--- config.mk ---
export PLATFORM = sky130hd
export DESIGN_NAME = smbus_host_seq
export DESIGN_NICKNAME = d
export VERILOG_FILES = /design/src/rtl/smbus_host_seq.sv
export SDC_FILE = /design/constraint.sdc
export NUM_CORES = 1
export LEC_CHECK = 0
export BUFFER_PORTS_ARGS = -buffer_cell sky130_fd_sc_hd__buf_4
export CAP_MARGIN = 20
export CORE_MARGIN = 2
export CORE_UTILIZATION = 40
export CTS_BUF_LIST = sky130_fd_sc_hd__clkbuf_8
export DETAILED_ROUTE_END_ITERATION = 8
export PLACE_DENSITY_LB_ADDON = 0.3
export RECOVER_POWER = 50
export SYNTH_ARGS = -nofsm -noshare
export SYNTH_HDL_FRONTEND = slang
export SYNTH_SLANG_ARGS = --single-unit
--- constraint.sdc ---
create_clock -name clk -period 2.6 [get_ports clk]
set_clock_uncertainty 0.05 [all_clocks]
set_input_delay 0.39 -clock clk [delete_from_list [all_inputs] [get_ports clk]]
set_output_delay 0.39 -clock clk [all_outputs]
set_load 0.02 [all_outputs]
--- src/rtl/smbus_host_seq.sv ---
module smbus_host_seq #(
  parameter int MAX_BLOCK = 32
) (
  input  logic       clk,
  input  logic       rst_n,
  input  logic       reg_wr,
  input  logic       reg_rd,
  input  logic [2:0] reg_addr,
  input  logic [7:0] reg_wdata,
  output logic [7:0] reg_rdata,
  output logic       eng_req,
  output logic [1:0] eng_op,
  output logic [7:0] eng_wbyte,
  output logic       eng_rd_nack,
  input  logic       eng_done,
  input  logic       eng_ack,
  input  logic [7:0] eng_rbyte,
  input  logic       eng_arb_lost
);
  localparam logic [1:0] OP_START = 2'd0, OP_WRITE = 2'd1, OP_READ = 2'd2, OP_STOP = 2'd3;
  localparam logic [2:0] P_QUICK = 3'd0, P_BYTE = 3'd1, P_WORD = 3'd3, P_BLOCK = 3'd5;

  typedef enum logic [3:0] {
    PH_IDLE, PH_START1, PH_ADDR1, PH_CMD, PH_WD0, PH_WD1, PH_START2, PH_ADDR2,
    PH_RD0, PH_RD1, PH_BCNT_W, PH_BLK_W, PH_BCNT_R, PH_BLK_R, PH_STOP, PH_WAIT
  } phase_t;

  phase_t     phase, nxt;
  logic [7:0] ctl, cmd, adr, d0, d1, blk, sent;
  logic [2:0] proto;
  logic       rw, err_pend, last_seen;
  logic       st_bd, st_inuse, st_fail, st_buserr, st_deverr, st_intr, busy;

  wire       ctl_wr   = reg_wr && reg_addr == 3'd2;
  wire [2:0] code     = reg_wdata[4:2];
  wire       proto_ok = code == 3'd0 || code == 3'd1 || code == 3'd2 || code == 3'd3 || code == 3'd5;
  wire       go       = ctl_wr && reg_wdata[6] && !reg_wdata[1] && proto_ok && !busy;
  wire       kill     = ctl_wr && reg_wdata[1] && busy;
  wire       bad_cnt  = eng_rbyte == 8'd0 || int'(eng_rbyte) > MAX_BLOCK;

  assign eng_req = phase != PH_IDLE && phase != PH_WAIT;

  always_comb begin
    case (phase)
      PH_START1, PH_START2: eng_op = OP_START;
      PH_ADDR1, PH_ADDR2, PH_CMD, PH_WD0, PH_WD1, PH_BCNT_W, PH_BLK_W: eng_op = OP_WRITE;
      PH_RD0, PH_RD1, PH_BCNT_R, PH_BLK_R: eng_op = OP_READ;
      default: eng_op = OP_STOP;
    endcase
  end

  always_comb begin
    case (phase)
      PH_ADDR1:           eng_wbyte = {adr[7:1], (proto == P_QUICK || proto == P_BYTE) ? rw : 1'b0};
      PH_ADDR2:           eng_wbyte = {adr[7:1], 1'b1};
      PH_CMD:             eng_wbyte = cmd;
      PH_WD0, PH_BCNT_W:  eng_wbyte = d0;
      PH_WD1:             eng_wbyte = d1;
      PH_BLK_W:           eng_wbyte = blk;
      default:            eng_wbyte = 8'd0;
    endcase
  end

  always_comb begin
    case (phase)
      PH_RD0:   eng_rd_nack = proto != P_WORD;
      PH_RD1:   eng_rd_nack = 1'b1;
      PH_BLK_R: eng_rd_nack = ctl[5];
      default:  eng_rd_nack = 1'b0;
    endcase
  end

  always_comb begin
    nxt = PH_STOP;
    case (phase)
      PH_START1: nxt = PH_ADDR1;
      PH_ADDR1:  if (proto == P_BYTE) nxt = rw ? PH_RD0 : PH_CMD;
                 else if (proto != P_QUICK) nxt = PH_CMD;
      PH_CMD:    if (proto == P_BLOCK) nxt = rw ? PH_START2 : PH_BCNT_W;
                 else if (proto != P_BYTE) nxt = rw ? PH_START2 : PH_WD0;
      PH_WD0:    if (proto == P_WORD) nxt = PH_WD1;
      PH_START2: nxt = PH_ADDR2;
      PH_ADDR2:  nxt = (proto == P_BLOCK) ? PH_BCNT_R : PH_RD0;
      PH_RD0:    if (proto == P_WORD) nxt = PH_RD1;
      PH_BCNT_R: if (!bad_cnt) nxt = PH_BLK_R;
      PH_BCNT_W: nxt = PH_BLK_W;
      PH_BLK_W, PH_BLK_R: nxt = PH_WAIT;
      default:   nxt = PH_STOP;
    endcase
  end

  always_ff @(posedge clk) begin
    if (!rst_n) begin
      phase <= PH_IDLE; ctl <= '0; cmd <= '0; adr <= '0; d0 <= '0; d1 <= '0; blk <= '0;
      sent <= '0; proto <= '0; rw <= 1'b0; err_pend <= 1'b0; last_seen <= 1'b0;
      st_bd <= 1'b0; st_inuse <= 1'b0; st_fail <= 1'b0; st_buserr <= 1'b0;
      st_deverr <= 1'b0; st_intr <= 1'b0; busy <= 1'b0;
    end else begin
      if (reg_rd && reg_addr == 3'd0) st_inuse <= 1'b1;
      if (reg_wr) begin
        case (reg_addr)
          3'd0: begin
            if (reg_wdata[7]) st_bd     <= 1'b0;
            if (reg_wdata[6]) st_inuse  <= 1'b0;
            if (reg_wdata[4]) st_fail   <= 1'b0;
            if (reg_wdata[3]) st_buserr <= 1'b0;
            if (reg_wdata[2]) st_deverr <= 1'b0;
            if (reg_wdata[1]) st_intr   <= 1'b0;
          end
          3'd2: ctl <= reg_wdata & 8'hBD;
          3'd3: cmd <= reg_wdata;
          3'd4: adr <= reg_wdata;
          3'd5: d0  <= reg_wdata;
          3'd6: d1  <= reg_wdata;
          3'd7: blk <= reg_wdata;
          default: ;
        endcase
      end
      if (go) begin
        busy <= 1'b1; proto <= code; rw <= adr[0]; phase <= PH_START1;
        err_pend <= 1'b0; sent <= '0;
      end else if (kill) begin
        busy <= 1'b0; st_fail <= 1'b1; phase <= PH_IDLE;
      end else if (eng_req && eng_done) begin
        if (eng_arb_lost) begin
          st_buserr <= 1'b1; busy <= 1'b0; phase <= PH_IDLE;
        end else if (eng_op == OP_WRITE && !eng_ack) begin
          st_deverr <= 1'b1; err_pend <= 1'b1; phase <= PH_STOP;
        end else if (phase == PH_STOP) begin
          busy <= 1'b0; phase <= PH_IDLE;
          if (!err_pend) st_intr <= 1'b1;
        end else begin
          phase <= nxt;
          case (phase)
            PH_RD0:    d0 <= eng_rbyte;
            PH_RD1:    d1 <= eng_rbyte;
            PH_BCNT_R: begin
              d0 <= eng_rbyte;
              if (bad_cnt) begin st_fail <= 1'b1; err_pend <= 1'b1; end
            end
            PH_BLK_R:  begin blk <= eng_rbyte; st_bd <= 1'b1; last_seen <= eng_rd_nack; end
            PH_BLK_W:  begin sent <= sent + 8'd1; st_bd <= 1'b1; end
            default: ;
          endcase
        end
      end else if (phase == PH_WAIT && !st_bd) begin
        if (rw) phase <= last_seen ? PH_STOP : PH_BLK_R;
        else    phase <= (sent >= d0) ? PH_STOP : PH_BLK_W;
      end
    end
  end

  always_comb begin
    case (reg_addr)
      3'd0:    reg_rdata = {st_bd, st_inuse, 1'b0, st_fail, st_buserr, st_deverr, st_intr, busy};
      3'd2:    reg_rdata = ctl;
      3'd3:    reg_rdata = cmd;
      3'd4:    reg_rdata = adr;
      3'd5:    reg_rdata = d0;
      3'd6:    reg_rdata = d1;
      3'd7:    reg_rdata = blk;
      default: reg_rdata = 8'd0;
    endcase
  end
endmodule

==> reports/results.ini <==
[detailed_routing]
drt_wl_total_mm=14.4
via_per_inst=5.99
vias=4473
drc=0
wl_per_cell_um=19.3
drtIter0Drc=344
ant_nets=0
first_pass_iters=4

[finish]
fill_cells=1126
multi_input_area_sq_um=2880
regArea_sq_um=1430
drive_above_1_share=0.170
syn_to_final_growth_pct=15.0
fin_cells=747
nNetsFinal=637
antenna_cells=0

[die]
start_util=0.413
io_pins=46
die-width_um=110
coreArea_sq_um=10900
rows=38
die_height_um=110
die-area_sq_um=12200

[run_status]
outcome=complete, no violations

[grt]
grt_usage=0.249
grt-ovfl-total=0
grt_pass1_vias=4230
grt_pass1_wl_mm=22.8
antenna_found_initial=0
grt_max_degree=31

[power_and_ir_drop]
peakVddDrop_mv=0.270
switchingPower_uw=757
power.density_nw_per_um2=483
internal_power_mw=1.75
clkPwrFrac=0.354
p_seq_frac=0.459
power_frac_comb=0.187
p_leak_nw=2.07
fin_total_pwr_mw=2.51
p_sw_frac=0.301

[logic_synthesis]
netlist.area_leader.share=0.315
async_reset_ff_frac=0
synth_most_common_cell=nor2_1
seq_area_frac_synth=0.315
yosysWarnings=0
synth_edf_count=0
synthFlopType=dfxtp_1
syn-num-nets=603
synth_area_leaders=dfxtp_1, mux2i_1, nor2_1
avgSynthCellArea_sq_um=7.95
synth_commonest_cells=nor2_1, dfxtp_1, nand2_1, mux2i_1, a21oi_1
synth.distinct_cells=69
yosysTopAreaCell=dfxtp_1
syn_inst=568
yosys_register_bits=71
mappedNetlistArea_sq_um=4520

[clock_network]
post_cts_buffers=0
cts_buffers=9
cts_tree=done
path_clk_slew_ns=0.07
h-tree-depth=3
clk_latency_ns=0.36
clockBufferDepth=2
hold_buffers=0
root_buffer=clkbuf_8
clkSinkCount=71

[sta]
finalWorstSetupSlack_ns=0.142
setup_tns_ns=0
period_share=0.946
worst_slew_pin_slew_ns=0.865
relSlewSlack=0.419
period_minus_slack_ns=2.46
rsz0062_at_grt=false
finalSetupViolCount=0
drv_slew=0
max_freq_mhz=407
hold_violations=0

[run]
maxCapViolations=0

[worst_setup_path]
startpoint=phase[1]
critPathRequiredTime_ns=2.16
crit_chain=nand2b_1 -> nor2_1 -> a21oi_1 -> nor2_1 -> buf_4 -> a221o_1 -> buf_4
slowest_delay_ns=0.44
start_kind=flop
cp.arrival_ns=2.02
slowest_stage=dfxtp_2
cpLargestDelayFamily=compound AO/OA/AOI/OAI gates
worst-path-buf-inv=2
crit_path_max_fanout=13
path_class=reg -> out
crit_path_end_kind=output port
timing.rr.start=sent[0]

[place]
dp_cells=731
gp_congestion=0.962
dp_hpwl_mm=10.8
numPortBuffers=45
place_ws_ns=0.151

[worst_hold_path]
min_from=reg_wdata[6]
min_path_type=in -> reg

sequential cells by signal, summed over array words and instances, names as in the netlist, 3 cells and up:
name and cells:
adr 8, blk 8, cmd 8, ctl 6, d0 8, d1 8, phase 4, proto 3
sent 8
worst reg2reg max path: stages, from the launching register on:
cell       delay [ns]
dfxtp_2          0.38
inv_1            0.06
ha_1             0.26
nand2b_1         0.14
a2111oi_1        0.39
nor3_1           0.12
nor4_2           0.34
o2111ai_1        0.21
o31ai_1          0.27
cell type report:
class | count | area share
timing repair buffer | 64 | 0.0879
tap | 140 | 0.0337
multi-input combinational | 439 | 0.553
clock inverter | 6 | 0.0116
inverter | 17 | 0.0123
sequential | 71 | 0.275
clock buffer | 10 | 0.0265
logic make-up after synthesis:
kind of cell | synth area share
simple gates | 0.230
compound gates | 0.230
flops | 0.315
buf+inv | 0.0515
mux | 0.132
fa+ha+maj | 0.0271
xor+xnor | 0.0155
stage by stage:
step	utilization	hold slack (ns)	area, sq um
after CTS	0.478	0.242	5230
after global routing	0.475	0.254	5200
after detailed placement	0.459	0.408	5020
final	0.475	0.255	5200
after floorplan	-	0.379	4520
after global placement	0.459	0.396	5020
routing by layer:
layer / GRT usage / routed length, um / vias to the layer above
li1: - / - / 2141
met1: 0.325 / 6320 / 2110
met2: 0.409 / 6750 / 187
met3: 0.0388 / 921 / 35
met4: 0.104 / 449 / 0
met5: 0 / 0 / -
power by group through the flow:
| stage | logic, mW | registers, mW | clock network, mW |
|---|---|---|---|
| 2_1_floorplan | 0.306 | 1.15 | 0 |
| 3_3_place_gp | 0.460 | 1.17 | 0 |
| 3_5_place_dp | 0.464 | 1.17 | 0 |
| 4_1_cts | 0.467 | 1.15 | 0.909 |
| 5_1_grt | 0.507 | 1.15 | 0.957 |
| 6_report | 0.470 | 1.15 | 0.888 |
final timing paths:
kind | slack [ns] | endpoint | cells after the start
setup reg to reg | 0.28 | phase[0] | 8
hold / removal | 0.26 | st_inuse | 2
setup / recovery | 0.14 | eng_wbyte[7] | 7
hold reg to reg | 0.42 | last_seen | 2
what timing repair did:
item	CTS	global route
gates resized for setup	3	8
pin swaps	0	1
endpoints found under the setup margin	8	9
gates cloned	0	0
layout by cell type (no fill, tap or decap), types with 3 or more instances in the layout:
| master | count |
|---|---|
| nor2_1 | 84 |
| dfxtp_1 | 66 |
| nand2_1 | 63 |
| buf_4 | 53 |
| mux2i_1 | 47 |
| a21oi_1 | 32 |
| a211oi_1 | 30 |
| inv_1 | 16 |
| o21ai_0 | 16 |
| a22oi_1 | 14 |
| clkbuf_8 | 10 |
| mux2_2 | 9 |
| nand3_1 | 9 |
| ha_1 | 9 |
| clkbuf_1 | 9 |
| nor2b_1 | 8 |
| nor3_1 | 8 |
| a221o_1 | 7 |
| a31oi_1 | 7 |
| nand4_1 | 7 |
| xor2_1 | 6 |
| nand2b_1 | 5 |
| dfxtp_2 | 5 |
| a22o_1 | 4 |
| o31ai_1 | 4 |
| nor3_2 | 3 |
| and2_1 | 3 |
| a221oi_1 | 3 |
| and4_1 | 3 |
| and3_1 | 3 |
| o21a_1 | 3 |
| or3_1 | 3 |
| clkinv_2 | 3 |
Note: power is estimated with default switching activity, not from simulation.
